## config.mk

```make
export PLATFORM = sky130hd
export DESIGN_NAME = smbus_host_regs
export DESIGN_NICKNAME = d
export VERILOG_FILES = /design/src/rtl/smbh_pkg.sv /design/src/rtl/smbh_regfile.sv /design/src/rtl/smbh_xfer.sv /design/src/rtl/smbus_host_regs.sv
export SDC_FILE = /design/constraint.sdc
export NUM_CORES = 1
export LEC_CHECK = 0
export BUFFER_PORTS_ARGS = -buffer_cell sky130_fd_sc_hd__buf_2
export CELL_PAD_IN_SITES_DETAIL_PLACEMENT = 1
export CELL_PAD_IN_SITES_GLOBAL_PLACEMENT = 2
export CORE_MARGIN = 2
export CORE_UTILIZATION = 35
export DETAILED_ROUTE_END_ITERATION = 8
export HOLD_SLACK_MARGIN = 0.15
export PLACE_DENSITY_LB_ADDON = 0.1
export SYNTH_ARGS = -nofsm -noshare
export SYNTH_HDL_FRONTEND = slang
export SYNTH_HIERARCHICAL = 1
export SYNTH_SLANG_ARGS = --single-unit
```

## constraint.sdc

```tcl
create_clock -name clk -period 2.4 [get_ports clk]
set_input_delay 0.12 -clock clk [delete_from_list [all_inputs] [get_ports clk]]
set_output_delay 0.12 -clock clk [all_outputs]
set_load 0.03 [all_outputs]
```

## src/rtl/smbh_pkg.sv

```systemverilog
package smbh_pkg;

    localparam int LANES       = 4;
    localparam int SLV_ADDR_W  = 7;
    localparam int SLV_COUNT   = 1 << SLV_ADDR_W;

    // byte placement of the functional registers (software-visible map)
    localparam int STATUS_WORD = 0;
    localparam int STATUS_LANE = 0;
    localparam int CTRL_WORD   = 0;
    localparam int CTRL_LANE   = 2;
    localparam int ADDR_WORD   = 1;
    localparam int ADDR_LANE   = 0;
    localparam int DATA_WORD   = 1;
    localparam int DATA_LANE   = 2;
    localparam int CMD_WORD    = 2;
    localparam int CMD_LANE    = 0;

    localparam int DONE_BIT    = 4;

    typedef enum logic [2:0] {
        LK_PLAIN,
        LK_STATUS,
        LK_CTRL,
        LK_ADDR,
        LK_DATA,
        LK_CMD
    } lane_kind_e;

    typedef enum logic {
        XS_IDLE,
        XS_REQ
    } xfer_state_e;

    typedef struct packed {
        logic [SLV_ADDR_W-1:0] addr;
        logic                  rnw;
        logic [7:0]            cmd;
        logic [7:0]            data;
    } xfer_t;

    function automatic lane_kind_e lane_kind(int w, int l);
        if (w == STATUS_WORD && l == STATUS_LANE) return LK_STATUS;
        if (w == CTRL_WORD   && l == CTRL_LANE)   return LK_CTRL;
        if (w == ADDR_WORD   && l == ADDR_LANE)   return LK_ADDR;
        if (w == DATA_WORD   && l == DATA_LANE)   return LK_DATA;
        if (w == CMD_WORD    && l == CMD_LANE)    return LK_CMD;
        return LK_PLAIN;
    endfunction

    // transfer is launched only for control bits 2:1 == 01
    function automatic logic is_start_code(logic [7:0] ctrl);
        return ctrl[2:1] == 2'b01;
    endfunction

endpackage

```

## src/rtl/smbh_regfile.sv

```systemverilog
module smbh_regfile
    import smbh_pkg::*;
#(
    parameter int NUM_WORDS = 4,
    localparam int WIDX_W   = $clog2(NUM_WORDS)
) (
    input  logic              clk,
    input  logic              rst,
    input  logic              wr,
    input  logic [WIDX_W-1:0] word,
    input  logic [LANES-1:0]  be,
    input  logic [31:0]       wdata,
    output logic [31:0]       rdata,
    input  logic              busy,
    input  logic              done,
    input  logic              rd_valid,
    input  logic [7:0]        rd_data,
    output logic              start,
    output xfer_t             xfer
);

    logic [NUM_WORDS-1:0][LANES*8-1:0] words_w;

    for (genvar w = 0; w < NUM_WORDS; w++) begin : g_word
        for (genvar l = 0; l < LANES; l++) begin : g_lane
            localparam lane_kind_e KIND = lane_kind(w, l);
            logic [7:0] byte_q;
            logic [7:0] byte_d;
            logic       hit;
            logic [7:0] wbyte;

            assign hit   = wr && (word == WIDX_W'(w)) && be[l];
            assign wbyte = wdata[l*8 +: 8];

            if (KIND == LK_STATUS) begin : g_status
                always_comb begin
                    byte_d = hit ? (byte_q & ~wbyte) : byte_q;
                    if (done) byte_d[DONE_BIT] = 1'b1;
                end
            end else if (KIND == LK_DATA) begin : g_data
                always_comb begin
                    if (rd_valid)  byte_d = rd_data;
                    else if (hit)  byte_d = wbyte;
                    else           byte_d = byte_q;
                end
            end else begin : g_plain
                assign byte_d = hit ? wbyte : byte_q;
            end

            always_ff @(posedge clk) begin
                if (rst) byte_q <= '0;
                else     byte_q <= byte_d;
            end

            assign words_w[w][l*8 +: 8] = byte_q;
        end
    end

    logic [7:0] status_b;
    logic [7:0] data_b;
    logic       ctrl_hit;

    assign status_b = words_w[STATUS_WORD][STATUS_LANE*8 +: 8];
    assign data_b   = words_w[DATA_WORD][DATA_LANE*8 +: 8];

    assign rdata = words_w[word];

    assign xfer.addr = words_w[ADDR_WORD][ADDR_LANE*8+1 +: SLV_ADDR_W];
    assign xfer.rnw  = words_w[ADDR_WORD][ADDR_LANE*8];
    assign xfer.cmd  = words_w[CMD_WORD][CMD_LANE*8 +: 8];
    assign xfer.data = data_b;

    assign ctrl_hit = wr && (word == WIDX_W'(CTRL_WORD)) && be[CTRL_LANE];
    assign start    = ctrl_hit && is_start_code(wdata[CTRL_LANE*8 +: 8]) && !busy;

    AST_DONE_SETS_FLAG: assert property (@(posedge clk) disable iff (rst)
        done |=> status_b[DONE_BIT]);

    AST_W1C_CLEARS: assert property (@(posedge clk) disable iff (rst)
        (wr && word == WIDX_W'(STATUS_WORD) && be[STATUS_LANE]
            && wdata[STATUS_LANE*8 + DONE_BIT] && !done)
        |=> !status_b[DONE_BIT]);

    AST_READ_LOADS_DATA: assert property (@(posedge clk) disable iff (rst)
        rd_valid |=> data_b == $past(rd_data));

    AST_NO_START_WHEN_BUSY: assert property (@(posedge clk) disable iff (rst)
        busy |-> !start);

endmodule

```

## src/rtl/smbh_xfer.sv

```systemverilog
module smbh_xfer
    import smbh_pkg::*;
#(
    parameter logic [SLV_COUNT-1:0] ATTACHED = '0
) (
    input  logic                  clk,
    input  logic                  rst,
    input  logic                  start,
    input  xfer_t                 xfer_in,
    output logic                  busy,
    output logic                  done,
    output logic                  rd_valid,
    output logic [7:0]            rd_data,
    output logic                  slv_req,
    output logic [SLV_ADDR_W-1:0] slv_addr,
    output logic                  slv_rnw,
    output logic [7:0]            slv_cmd,
    output logic [7:0]            slv_wdata,
    input  logic                  slv_ack,
    input  logic [7:0]            slv_rdata
);

    xfer_state_e state_q;
    xfer_t       cur_q;
    logic        present;

    assign present = ATTACHED[xfer_in.addr];

    always_ff @(posedge clk) begin
        if (rst) begin
            state_q <= XS_IDLE;
            cur_q   <= '0;
        end else begin
            case (state_q)
                XS_IDLE: begin
                    if (start) begin
                        cur_q <= xfer_in;
                        if (present) state_q <= XS_REQ;
                    end
                end
                XS_REQ: begin
                    if (slv_ack) state_q <= XS_IDLE;
                end
                default: state_q <= XS_IDLE;
            endcase
        end
    end

    assign busy      = (state_q == XS_REQ);
    assign slv_req   = busy;
    assign slv_addr  = cur_q.addr;
    assign slv_rnw   = cur_q.rnw;
    assign slv_cmd   = cur_q.cmd;
    assign slv_wdata = cur_q.data;

    assign done     = (state_q == XS_IDLE && start && !present)
                   || (busy && slv_ack);
    assign rd_valid = busy && slv_ack && cur_q.rnw;
    assign rd_data  = slv_rdata;

    AST_REQ_HELD: assert property (@(posedge clk) disable iff (rst)
        (slv_req && !slv_ack) |=> slv_req);

    AST_OPERANDS_STABLE: assert property (@(posedge clk) disable iff (rst)
        (slv_req && !slv_ack) |=> ($stable(slv_addr) && $stable(slv_rnw)
                                   && $stable(slv_cmd) && $stable(slv_wdata)));

    AST_ONLY_ATTACHED: assert property (@(posedge clk) disable iff (rst)
        slv_req |-> ATTACHED[slv_addr]);

    AST_REQ_NEEDS_START: assert property (@(posedge clk) disable iff (rst)
        $rose(slv_req) |-> $past(start));

endmodule

```

## src/rtl/smbus_host_regs.sv

```systemverilog
module smbus_host_regs
    import smbh_pkg::*;
#(
    parameter int NUM_WORDS = 4,
    parameter logic [SLV_COUNT-1:0] ATTACHED = (SLV_COUNT'(1) << 'h45) | (SLV_COUNT'(1) << 'h10),
    localparam int WIDX_W = $clog2(NUM_WORDS)
) (
    input  logic                  clk,
    input  logic                  rst,
    input  logic                  bus_wr,
    input  logic [WIDX_W-1:0]     bus_word,
    input  logic [LANES-1:0]      bus_be,
    input  logic [31:0]           bus_wdata,
    output logic [31:0]           bus_rdata,
    output logic                  busy,
    output logic                  slv_req,
    output logic [SLV_ADDR_W-1:0] slv_addr,
    output logic                  slv_rnw,
    output logic [7:0]            slv_cmd,
    output logic [7:0]            slv_wdata,
    input  logic                  slv_ack,
    input  logic [7:0]            slv_rdata
);

    logic  start;
    logic  done;
    logic  rd_valid;
    logic  [7:0] rd_data;
    xfer_t xfer;

    smbh_regfile #(
        .NUM_WORDS (NUM_WORDS)
    ) u_regs (
        .clk      (clk),
        .rst      (rst),
        .wr       (bus_wr),
        .word     (bus_word),
        .be       (bus_be),
        .wdata    (bus_wdata),
        .rdata    (bus_rdata),
        .busy     (busy),
        .done     (done),
        .rd_valid (rd_valid),
        .rd_data  (rd_data),
        .start    (start),
        .xfer     (xfer)
    );

    smbh_xfer #(
        .ATTACHED (ATTACHED)
    ) u_xfer (
        .clk       (clk),
        .rst       (rst),
        .start     (start),
        .xfer_in   (xfer),
        .busy      (busy),
        .done      (done),
        .rd_valid  (rd_valid),
        .rd_data   (rd_data),
        .slv_req   (slv_req),
        .slv_addr  (slv_addr),
        .slv_rnw   (slv_rnw),
        .slv_cmd   (slv_cmd),
        .slv_wdata (slv_wdata),
        .slv_ack   (slv_ack),
        .slv_rdata (slv_rdata)
    );

endmodule

```

== Yosys cells after proc, flatten, opt, wreduce, memory -nomap -nowiden ==
Memories as Yosys holds them, arrays and structs flattened. A register that Yosys moved wholly into a read port is not among the register bits.
Cells that the tools add are included.
Word-level totals
  output and inout port bits: 58
  logic and storage cells: 78
  memories kept: 1
  flip-flop bits (word level): 153
  bits of input ports: 50
  memory bits (read-only): 128
Operators by class
  bitwise operators: 3
  muxes and demuxes: 13
  $lt $le $gt $ge: 2
  equal/unequal tests: 4
  reductions and logical operators: 33
Memories
  (name not given): depth 128, width 1, rd ports 1, clocked after memory_dff 1, write ports 0, RTL line smbh_xfer.sv:27  | assign present = ATTACHED[xfer_in.addr];
Operator list (number)
  $bmux W32 S2: 1
  $mux W32: 1
  $logic_and A1 B1 Y1: 26
  $mux W8: 2
  $mux W7: 2
  $and A8 B8 Y8: 1
  $lt A7 B8 Y1 const B: 1
  $not A8 Y8: 1
  $mux W1: 5
  $mux W5: 1
  $eq A2 B1 Y1 const B: 2
  $eq A2 B2 Y1 const B: 2
  $reduce_bool A2 Y1: 2
  $lt A2 B3 Y1 const B: 1
  $logic_not A1 Y1: 2
  $logic_not A2 Y1: 1
  $pmux W1 S2: 1
  $reduce_and A2 Y1: 1
  $logic_or A1 B1 Y1: 1
  $not A1 Y1: 1

== Longest topological paths before layout ==
Gate-level depths: netlist (run 1).
  word-level depth: 9
  gate-level depth with buffers: 10
  gate-level depth less buffers: 6

== By module ==
The synthesis (run 1) kept the hierarchy.
By module, submodules not included
  smbh_regfile: area an instance 5791.8 um^2, cells an instance 609, times used 1
  smbh_xfer: area an instance 993.5 um^2, cells an instance 127, times used 1

== Worst setup path before layout (run 1) ==
OpenSTA, ideal clock, no wires.
  path kind: in2reg
  start point: input port bus_be[2]
  end point: register u_regs.g_word[0].g_lane[0].byte_q[4]
  slack: 587 ps
  library setup time: 91 ps
  arrival: 1722 ps
  stages on the path: 10
  cell sequence: buf_4 > nand4bb_1 > clkbuf_1 > nor4b_1 > nand2b_1 > buf_2 > clkbuf_1 > o21ai_0 > inv_1 > a311oi_1
On the way
  cells in the longest elaborated chain, start to end: 7
  elaborated cells on any way between the ends: 8
  those cells by class: mux: 1; reduce/logical: 7
Ends and longest elaborated chain
  start: declaration: RTL line smbus_host_regs.sv:12  | input logic [LANES-1:0] bus_be,
  $logic_and A1 B1 Y1 (*): RTL line smbh_regfile.sv:73  | assign ctrl_hit = wr && (word == WIDX_W'(CTRL_WORD)) && be[CTRL_LANE];
  $logic_and A1 B1 Y1 (*) (2 in a row): RTL line smbh_regfile.sv:74  | assign start = ctrl_hit && is_start_code(wdata[CTRL_LANE*8 +: 8]) && !busy;
  named net start: RTL line smbus_host_regs.sv:25  | logic start;
  $logic_and A1 B1 Y1 (*) (2 in a row): RTL line smbh_xfer.sv:56  | assign done = (state_q == XS_IDLE && start && !present)
  $logic_or A1 B1 Y1 (*): RTL line smbh_xfer.sv:57  | || (busy && slv_ack);
  named net done: RTL line smbus_host_regs.sv:26  | logic done;
  $mux W1 / $reduce_bool A2 Y1 (equally long branches)
  end signal: assignment: RTL line smbh_regfile.sv:52  | else byte_q <= byte_d;
  end: declaration: RTL line smbh_regfile.sv:27  | logic [7:0] byte_q;
Mark *: on every way through the listed nets, which the timed path passes. The rest lies on a longest branch.
A chain may end at the register's enable or synchronous reset.

== Worst setup path after layout (run 1) ==
  start point: input port bus_wdata[18]
  end point: register u_regs.g_word[0].g_lane[0].byte_q[4]
On the way
  cells in the longest elaborated chain, start to end: 7
  elaborated cells on any way between the ends: 8
  those cells by class: eq/ne: 1; mux: 1; reduce/logical: 6
Ends and longest elaborated chain
  start: declaration: RTL line smbus_host_regs.sv:13  | input logic [31:0] bus_wdata,
  $eq A2 B1 Y1 (*): RTL line smbh_pkg.sv:53  | return ctrl[2:1] == 2'b01;
  $logic_and A1 B1 Y1 (*) (2 in a row): RTL line smbh_regfile.sv:74
  named net start: RTL line smbus_host_regs.sv:25
  $logic_and A1 B1 Y1 (*) (2 in a row): RTL line smbh_xfer.sv:56
  $logic_or A1 B1 Y1 (*): RTL line smbh_xfer.sv:57
  named net done: RTL line smbus_host_regs.sv:26
  $mux W1 / $reduce_bool A2 Y1 (equally long branches)
Marks and branches as above.

==> impl_metrics.env, run 1 <==
export IMPL_status="finished clean"
export IMPL_vias=5717
export IMPL_r2r_slack_ns=0.33
export IMPL_worst_hold_startpoint="bus_be[0]"
export IMPL_criticalPathCategory="in -> reg"
export IMPL_max_freq_ghz=0.482
export IMPL_critPathMaxFanout=5
export IMPL_hold_path_class="in -> reg"
export IMPL_clkTransAtPathRegs_ns=0.06
export IMPL_async_reset_ff_share_pct=0
export IMPL_leakage_nw=3.21
export IMPL_final_common_cell="nand2_1"
export IMPL_post_place_cells=1048
export IMPL_swShare_pct=23.5
export IMPL_numCtsBuffers=17
export IMPL_p_int_w=0.00453
export IMPL_r2r_end="u_regs/g_word[0].g_lane[0].byte_q[4]$_SDFFE_PP0P_"
export IMPL_combPwrFrac_pct=8.2
export IMPL_final_cell_mix="nand2_1, dfxtp_1, a21oi_1, buf_2, dlygate4sd3_1"
export IMPL_cp_data_required_time_ns=2.76
export IMPL_fin_skew_ns=0.00511
export IMPL_cts_repair_resized=0
export IMPL_max_cap_violations=0
export IMPL_setup_viol=0
export IMPL_final_cells=1127
export IMPL_root_buffer="clkbuf_16"
export IMPL_via_per_inst=5.07
export IMPL_design_die_area_um2=20500
export IMPL_critPathArrivalTime_ns=2.44
export IMPL_die_x_um=143
export IMPL_syn_to_final_growth_pct=24.4
export IMPL_seqPwrFrac_pct=44.1
export IMPL_multiInputGateArea_um2=3270
export IMPL_critPathCaptureType="flop"
export IMPL_switching_power_w=0.00139
export IMPL_netlist_area_um2=6790
export IMPL_hold_viol=0
export IMPL_die_height_um=143
export IMPL_grt_antenna_before_repair=0
export IMPL_drc_errors=0
export IMPL_cts_buffer_depth=2
export IMPL_wirelength_um=20000
export IMPL_port_buffers=107
export IMPL_critPathCapture="u_regs/g_word[0].g_lane[0].byte_q[4]$_SDFFE_PP0P_"
export IMPL_core_um2=18900
export IMPL_tightest_slew_ns=0.680
export IMPL_place_ws_ns=0.526
export IMPL_seq_area_um2=3060
export IMPL_antenna_cells=0
export IMPL_fin_nets=904
export IMPL_grt_max_degree=71
export IMPL_rsz0062_at_grt="no"
export IMPL_io_pin_count=108
export IMPL_fin_tns_setup_ns=0
export IMPL_gp_congestion=0.759
export IMPL_synth_edf_count=0
export IMPL_finalWorstSetupSlack_ns=0.326
export IMPL_slew_viol_final=0
export IMPL_cp_start_kind="primary input"
export IMPL_syn_num_nets=786
export IMPL_ctsHtreeMaxLevel=4
export IMPL_synth_cells=736
export IMPL_hpwl_um=12900
export IMPL_dr_pass1_iters=4
export IMPL_syn_area_per_cell_um2=9.22
export IMPL_max_slew_margin_pct=54.4
export IMPL_cts_sinks=153
export IMPL_first_iter_violations=259
export IMPL_pwr_share_clk_pct=47.6
export IMPL_cts_tree="built"
export IMPL_cp_startpoint="bus_wdata[18]"
export IMPL_grt_pass1_wl_um=31700
export IMPL_rows=50
export IMPL_overflow=0
export IMPL_ys_seq_elements=153
export IMPL_p_per_area_nw_per_um2=702
export IMPL_seq_area_frac_synth_pct=45.1
export IMPL_reg2reg_depth=6
export IMPL_layout_drive_gt1_share_pct=23.5
export IMPL_ys_flop_type="dfxtp_1"
export IMPL_avgRoutedWirePerCell_um=17.7
export IMPL_min_period_ns=2.07
export IMPL_track_usage_pct=20.1
export IMPL_final_period_utilization_pct=86.4
export IMPL_clock_latency_ns=0.42
export IMPL_ant_nets=0
export IMPL_grt_pass1_vias=5990
export IMPL_nFillCells=2194
export IMPL_ys_warn_count=6
export IMPL_ir_drop_mv=0.399
export IMPL_initial_core_util_pct=35.9
export IMPL_timing_rr_start="u_regs/g_word[1].g_lane[0].byte_q[3]$_SDFFE_PP0P_"
export IMPL_synthDistinctLibCells=37
-- through the flow --
step	instance area (um^2)	util, %	hold WS, ns	power [W]
after floorplan	6790	-	0.208	0.00296
final	8440	44.7	0.255	0.00592
after CTS	8440	44.7	0.249	0.00600
after detailed placement	7360	38.9	0.365	0.00311
after global routing	8440	44.7	0.282	0.00616
after global placement	7360	38.9	0.352	0.00309
-- flip-flops by register name (all words and copies together), names as in the netlist --
register and count:
u_regs/g_word.g_lane.byte_q 120, u_regs/data_b 8, u_xfer/slv_cmd 8, u_xfer/slv_wdata 8
u_xfer/slv_addr 7, u_xfer/busy 1, u_xfer/slv_rnw 1
-- critical path: stages --
cell           delay [ns]
dlygate4sd3_1        0.54
buf_2                0.18
nor4b_1              0.38
nand2b_1             0.12
o21ai_0              0.23
inv_1                0.07
a311oi_1             0.24
dlygate4sd3_1        0.57
-- power by group through the flow --
stage | sequential (W) | clock [W] | combinational [W]
6_report | 0.00261 | 0.00282 | 0.000488
5_1_grt | 0.00262 | 0.00301 | 0.000532
4_1_cts | 0.00261 | 0.00289 | 0.000493
3_5_place_dp | 0.00267 | 0 | 0.000436
3_3_place_gp | 0.00267 | 0 | 0.000423
2_1_floorplan | 0.00266 | 0 | 0.000303
-- area by class of cell --
| class | instances | share of cell area [%] |
|---|---|---|
| clock buffer | 21 | 5.22 |
| clock inverter | 11 | 2.00 |
| inverter | 9 | 0.400 |
| multi-input combinational | 507 | 38.7 |
| sequential | 153 | 36.3 |
| tap | 260 | 3.86 |
| timing repair buffer | 166 | 13.5 |
-- cells by family after synthesis --
family                 count (synthesis)  synth area share [%]
AO/OA/AOI/OAI                        139                  11.6
multiplexers                          48                  13.0
AND/OR/NAND/NOR                      320                  23.5
flip-flops                           153                  45.1
buffers and inverters                 76                  6.69
-- cells in the mapped netlist (3+ instances only) --
library cell	number	area [um^2]
nor3_1	16	80.1
and4b_1	7	70.1
and4_1	3	26.3
buf_4	15	113
clkbuf_2	4	20.0
clkbuf_1	22	82.6
mux2i_1	16	160
nand2b_1	8	50.1
nor2_1	17	63.8
a21oi_1	128	641
inv_1	9	33.8
a2111oi_2	9	135
nand2_1	242	908
dfxtp_1	153	3060
nand4b_4	7	166
mux4_2	32	721
buf_6	12	135
buf_2	14	70.1
nand4_4	3	63.8
-- timing repair --
action,in CTS,in global routing
hold buffers,47,0
buffers inserted,0,0
endpoints found under the hold margin,143,0
-- how the worst min path moves through the flow --
| stage | endpoint | slack, ns | depth (start not counted) |
|---|---|---|---|
| final | u_regs/g_word[0].g_lane[0].byte_q[3]$_SDFFE_PP0P_ | 0.26 | 4 |
| after detailed placement | u_regs/g_word[0].g_lane[0].byte_q[3]$_SDFFE_PP0P_ | 0.37 | 2 |
| after floorplan | u_regs/g_word[0].g_lane[0].byte_q[0]$_SDFFE_PP0P_ | 0.21 | 1 |
| after global placement | u_regs/g_word[0].g_lane[0].byte_q[1]$_SDFFE_PP0P_ | 0.35 | 2 |
| after global routing | u_regs/g_word[0].g_lane[0].byte_q[1]$_SDFFE_PP0P_ | 0.28 | 4 |
| after CTS | u_regs/g_word[0].g_lane[0].byte_q[3]$_SDFFE_PP0P_ | 0.25 | 4 |
-- metal layers --
layer  wire length, um  GRT usage (%)  up-vias
li1                  -              -     2757
met1              8810           24.9     2830
met2             10100           35.1      118
met3               805           4.53       12
met4               216           5.42        0
met5                 0              0        -
Note: power is estimated with default switching activity, not from simulation.
==> run 2: changes to the inputs <==
--- a/config.mk
+++ b/config.mk
@@ -6,10 +6,12 @@
 export NUM_CORES = 1
 export LEC_CHECK = 0
 export BUFFER_PORTS_ARGS = -buffer_cell sky130_fd_sc_hd__buf_2
+export CAP_MARGIN = 0
 export CELL_PAD_IN_SITES_DETAIL_PLACEMENT = 1
 export CELL_PAD_IN_SITES_GLOBAL_PLACEMENT = 2
 export CORE_MARGIN = 2
 export CORE_UTILIZATION = 35
+export CTS_BUF_LIST = sky130_fd_sc_hd__clkbuf_16
 export DETAILED_ROUTE_END_ITERATION = 8
 export HOLD_SLACK_MARGIN = 0.15
 export PLACE_DENSITY_LB_ADDON = 0.1
==> run 2 against run 1 <==
Compared with the run above:
- sequential share of layout area is the same
- final cell count is the same
- total power shrank 0.19%
- non-clock buffer count is the same
- sequential power is essentially flat
- global-route usage is essentially flat
- via count grew 0.33%
- highest routed layer unchanged
==> impl_metrics.env, run 2 (synthesis gave the netlist of run 1 again) <==
export IMPL_core_um2=18900
export IMPL_gp_congestion=0.759
export IMPL_final_cell_mix="nand2_1, dfxtp_1, a21oi_1, buf_2, dlygate4sd3_1"
export IMPL_hold_depth=4
export IMPL_r2r_slack_ns=0.33
export IMPL_total_power_w=0.00591
export IMPL_cp_data_required_time_ns=2.76
export IMPL_cts_tree="built"
export IMPL_final_cells=1127
export IMPL_status="finished clean"
export IMPL_die_x_um=143
export IMPL_die_height_um=143
export IMPL_cts_repair_resized=0
export IMPL_max_cap_violations=0
export IMPL_swShare_pct=23.7
export IMPL_slew_viol_final=0
export IMPL_grt_max_degree=71
export IMPL_hold_buffers=47
export IMPL_p_int_w=0.00451
export IMPL_grt_pass1_wl_um=31700
export IMPL_min_period_ns=2.07
export IMPL_ir_drop_mv=0.399
export IMPL_max_slew_margin_pct=54.4
export IMPL_vias=5736
export IMPL_max_freq_ghz=0.483
export IMPL_final_common_cell="nand2_1"
export IMPL_switching_power_w=0.00140
export IMPL_cts_setup_buffers=0
export IMPL_clock_latency_ns=0.42
export IMPL_seqPwrFrac_pct=44.2
export IMPL_rsz0062_at_grt="no"
export IMPL_fin_nets=904
export IMPL_reg2reg_depth=6
export IMPL_track_usage_pct=20.1
export IMPL_rows=50
export IMPL_grt_antenna_before_repair=0
export IMPL_holdWs_ns=0.255
export IMPL_cts_buffer_depth=2
export IMPL_clkTransAtPathRegs_ns=0.06
export IMPL_hold_path_class="in -> reg"
export IMPL_r2r_end="u_regs/g_word[0].g_lane[0].byte_q[4]$_SDFFE_PP0P_"
export IMPL_ctsHtreeMaxLevel=4
export IMPL_final_area_um2=8440
export IMPL_post_place_cells=1048
export IMPL_leakage_nw=3.23
export IMPL_placed_area_um2=7360
export IMPL_criticalPathCategory="in -> reg"
export IMPL_final_period_utilization_pct=86.2
export IMPL_fin_tns_setup_ns=0
export IMPL_ant_nets=0
export IMPL_largest_register_ffs=120
export IMPL_cp_start_kind="primary input"
export IMPL_antenna_cells=0
export IMPL_p_per_area_nw_per_um2=701
export IMPL_first_iter_violations=247
export IMPL_io_pin_count=108
export IMPL_hpwl_um=12900
export IMPL_avgRoutedWirePerCell_um=17.7
export IMPL_port_buffers=107
export IMPL_overflow=0
export IMPL_hold_end="u_regs/g_word[0].g_lane[0].byte_q[3]$_SDFFE_PP0P_"
export IMPL_combPwrFrac_pct=8.3
export IMPL_pwr_share_clk_pct=47.5
export IMPL_critPathArrivalTime_ns=2.43
export IMPL_syn_to_final_growth_pct=24.4
export IMPL_critPathMaxFanout=5
export IMPL_wirelength_um=20000
export IMPL_setup_viol=0
export IMPL_top_register="u_regs/g_word.g_lane.byte_q"
export IMPL_design_die_area_um2=20500
export IMPL_dr_pass1_iters=4
export IMPL_hold_viol=0
export IMPL_layout_drive_gt1_share_pct=23.5
export IMPL_cts_sinks=153
export IMPL_numCtsBuffers=17
export IMPL_root_buffer="clkbuf_16"
export IMPL_via_per_inst=5.09
export IMPL_worst_hold_startpoint="bus_be[0]"
export IMPL_grt_pass1_vias=5994
export IMPL_initial_core_util_pct=35.9
export IMPL_fin_skew_ns=0.00506
export IMPL_timing_rr_start="u_regs/g_word[1].g_lane[0].byte_q[3]$_SDFFE_PP0P_"
export IMPL_drc_errors=0
export IMPL_critPathCaptureType="flop"
export IMPL_tightest_slew_ns=0.680
run 2: power groups by stage:
stage,clock network (W),registers (W),logic [W]
floorplan,0,0.00266,0.000303
global placement,0,0.00267,0.000423
detailed placement,0,0.00267,0.000436
CTS,0.00288,0.00261,0.000493
global route,0.00300,0.00262,0.000532
finish,0.00281,0.00261,0.000488
run 2: per-layer routing:
| layer | routed length, um | up-vias | track usage (%) |
|---|---|---|---|
| met2 | 10200 | 122 | 35.1 |
| met3 | 773 | 16 | 4.53 |
| met5 | 0 | - | 0 |
| met1 | 8830 | 2842 | 25.0 |
| met4 | 240 | 0 | 5.42 |
| li1 | - | 2756 | - |
run 2: final cells by class:
type,count,area [um^2]
Inverter,9,33.8
Multi-Input combinational cell,507,3270
Tap cell,260,325
Fill cell,2194,10500
Clock inverter,15,184
Timing Repair Buffer,166,1140
Clock buffer,17,425
Sequential cell,153,3060
run 2: critical path, cell delays in order:
cell and delay [ns]:
dlygate4sd3_1 0.54, buf_2 0.18, nor4b_1 0.38, nand2b_1 0.11, o21ai_0 0.23, inv_1 0.07, a311oi_1 0.24, dlygate4sd3_1 0.57
run 2: per-stage QoR:
step / setup WS, ns / utilization (%)
final: 0.331 / 44.7
after global routing: 0.110 / 44.7
after CTS: 0.331 / 44.7
after detailed placement: 0.526 / 38.9
after global placement: 0.571 / 38.9
after floorplan: 0.587 / -
run 2: how the worst max path moves through the flow:
stage                                                      start                                           endpoint  slack, ns
2_1_floorplan                                          bus_be[2]  u_regs/g_word[0].g_lane[0].byte_q[4]$_SDFFE_PP0P_       0.59
3_3_place_gp                                         bus_word[1]                             u_xfer/busy$_SDFF_PP0_       0.57
3_5_place_dp                                         bus_word[1]                             u_xfer/busy$_SDFF_PP0_       0.53
4_1_cts        u_regs/g_word[1].g_lane[0].byte_q[3]$_SDFFE_PP0P_  u_regs/g_word[0].g_lane[0].byte_q[4]$_SDFFE_PP0P_       0.33
5_1_grt                                            bus_wdata[18]  u_regs/g_word[0].g_lane[0].byte_q[4]$_SDFFE_PP0P_       0.11
6_report                                           bus_wdata[18]  u_regs/g_word[0].g_lane[0].byte_q[4]$_SDFFE_PP0P_       0.33
==> run 3: changes to the inputs <==
--- a/config.mk
+++ b/config.mk
@@ -10,8 +10,8 @@
 export CELL_PAD_IN_SITES_DETAIL_PLACEMENT = 1
 export CELL_PAD_IN_SITES_GLOBAL_PLACEMENT = 2
 export CORE_MARGIN = 2
-export CORE_UTILIZATION = 35
-export CTS_BUF_LIST = sky130_fd_sc_hd__clkbuf_16
+export CORE_UTILIZATION = 36
+export CTS_BUF_LIST = sky130_fd_sc_hd__clkbuf_4
 export DETAILED_ROUTE_END_ITERATION = 8
 export HOLD_SLACK_MARGIN = 0.15
 export PLACE_DENSITY_LB_ADDON = 0.1
==> constraint.sdc (replaced) <==
create_clock -name clk -period 2.4 [get_ports clk]
set_input_delay 0 -clock clk [delete_from_list [all_inputs] [get_ports clk]]
set_output_delay 0 -clock clk [all_outputs]
set_load 0.03 [all_outputs]
==> run 3 against run 2 <==
Compared with the run above:
- first-iteration DRC count is 9.3% lower
- final cell count increased by 0.62%
- worst hold slack got worse by 0.056 ns
- worst setup slack got worse by 0.18 ns
- critical endpoint is now u_regs/g_word[1].g_lane[1].byte_q[0]$_SDFFE_PP0P_
- sequential cell count unchanged
==> impl_metrics.env, run 3 (synthesis gave the netlist of run 1 again) <==
export IMPL_track_usage_pct=20.3
export IMPL_criticalPathCategory="in -> reg"
export IMPL_cts_tree="built"
export IMPL_max_freq_ghz=0.445
export IMPL_io_pin_count=108
export IMPL_drc_errors=0
export IMPL_fin_skew_ns=0.0225
export IMPL_final_area_um2=8400
export IMPL_tightest_slew_ns=0.712
export IMPL_critPathCaptureType="flop"
export IMPL_critPathMaxFanout=16
export IMPL_gp_congestion=0.766
export IMPL_design_die_area_um2=20000
export IMPL_wirelength_um=19700
export IMPL_hold_viol=0
export IMPL_p_per_area_nw_per_um2=558
export IMPL_fin_tns_setup_ns=0
export IMPL_ctsHtreeMaxLevel=4
export IMPL_die_height_um=141
export IMPL_cts_buffer_depth=2
export IMPL_largest_register_ffs=120
export IMPL_die_x_um=141
export IMPL_grt_max_degree=64
export IMPL_avgRoutedWirePerCell_um=17.4
export IMPL_initial_core_util_pct=36.5
export IMPL_top_register="u_regs/g_word.g_lane.byte_q"
export IMPL_status="finished clean"
export IMPL_slew_viol_final=0
export IMPL_overflow=0
export IMPL_max_cap_violations=0
export IMPL_clock_latency_ns=0.56
export IMPL_vias=5804
export IMPL_final_common_cell="nand2_1"
export IMPL_placed_area_um2=7330
export IMPL_final_period_utilization_pct=93.7
export IMPL_port_buffers=107
export IMPL_grt_pass1_wl_um=31600
export IMPL_cp_start_kind="primary input"
export IMPL_via_per_inst=5.12
export IMPL_final_cell_mix="nand2_1, dfxtp_1, a21oi_1, buf_2, dlygate4sd3_1"
export IMPL_leakage_nw=3.22
export IMPL_min_period_ns=2.25
export IMPL_grt_pass1_vias=6065
export IMPL_ir_drop_mv=0.287
export IMPL_rsz0062_at_grt="no"
export IMPL_cts_repair_resized=0
export IMPL_cp_data_required_time_ns=2.91
export IMPL_layout_drive_gt1_share_pct=22.9
export IMPL_setup_viol=0
export IMPL_critPathArrivalTime_ns=2.76
export IMPL_fin_nets=938
export IMPL_clkTransAtPathRegs_ns=0.13
export IMPL_root_buffer="clkbuf_4"
export IMPL_core_um2=18600
export IMPL_max_slew_margin_pct=52.3
export IMPL_numCtsBuffers=17
export IMPL_rows=50
export IMPL_first_iter_violations=224
export IMPL_cts_sinks=153
export IMPL_grt_antenna_before_repair=1
export IMPL_ant_nets=0
export IMPL_hpwl_um=12600
export IMPL_hold_path_class="in -> reg"
export IMPL_syn_to_final_growth_pct=23.8
export IMPL_dr_pass1_iters=4
-- run 3: timing repair --
item	CTS	global route
hold endpoints to repair	144	0
setup buffers	0	0
hold buffers	81	0
-- run 3: final cells by class --
type | count | area (um^2)
Sequential cell | 153 | 3060
Fill cell | 2189 | 10200
Tap cell | 234 | 293
Antenna cell | 1 | 2.50
Timing Repair Buffer | 200 | 1480
Multi-Input combinational cell | 507 | 3270
Clock inverter | 12 | 129
Inverter | 9 | 33.8
Clock buffer | 18 | 135
-- run 3: worst max-delay path: stages --
cell and delay, ns:
dlygate4sd3_1 0.51, buf_2 0.15, buf_4 0.27, and4b_1 0.49, nand2_1 0.10, dlygate4sd3_1 0.57
a21oi_1 0.11, dlygate4sd3_1 0.54
-- run 3: where the power goes --
part	leakage (nW)	internal (W)	total [W]	switching, W
logic	1.85	0.000219	0.000509	0.000290
registers	1.24	0.00258	0.00261	0.0000281
clock network	0.128	0.000613	0.00157	0.000958
-- run 3: path summary, 6_finish.rpt --
path	from	to	slack [ns]	depth (start not counted)
hold reg to reg	u_regs/g_word[3].g_lane[2].byte_q[1]$_SDFFE_PP0P_	u_regs/g_word[3].g_lane[2].byte_q[1]$_SDFFE_PP0P_	0.46	2
setup / recovery	bus_wr	u_regs/g_word[1].g_lane[1].byte_q[0]$_SDFFE_PP0P_	0.15	8
hold / removal	bus_word[1]	u_regs/g_word[0].g_lane[2].byte_q[6]$_SDFFE_PP0P_	0.20	5
setup reg to reg	u_regs/g_word[1].g_lane[0].byte_q[3]$_SDFFE_PP0P_	u_regs/g_word[0].g_lane[0].byte_q[4]$_SDFFE_PP0P_	0.32	6
-- run 3: layer usage --
| metal | global-route usage (%) | wire (um) | part of all wire [%] |
|---|---|---|---|
| met1 | 25.8 | 9100 | 46 |
| met2 | 35.8 | 9960 | 51 |
| met3 | 3.81 | 513 | 2.6 |
| met4 | 4.63 | 129 | 0.65 |
| met5 | 0 | 0 | 0 |
-- run 3: through the flow --
| step | util (%) | cells | worst slack (ns) | power, W | hold WS, ns |
|---|---|---|---|---|---|
| 5_1_grt | 45.2 | 1134 | 0.0495 | 0.00491 | 0.167 |
| 3_3_place_gp | 39.4 | 1022 | 0.719 | 0.00309 | 0.228 |
| 3_5_place_dp | 39.4 | 1022 | 0.692 | 0.00311 | 0.239 |
| 4_1_cts | 45.2 | 1133 | 0.211 | 0.00476 | 0.158 |
| 6_report | 45.2 | 1134 | 0.150 | 0.00469 | 0.199 |
| 2_1_floorplan | - | 736 | 0.629 | 0.00296 | 0.0877 |
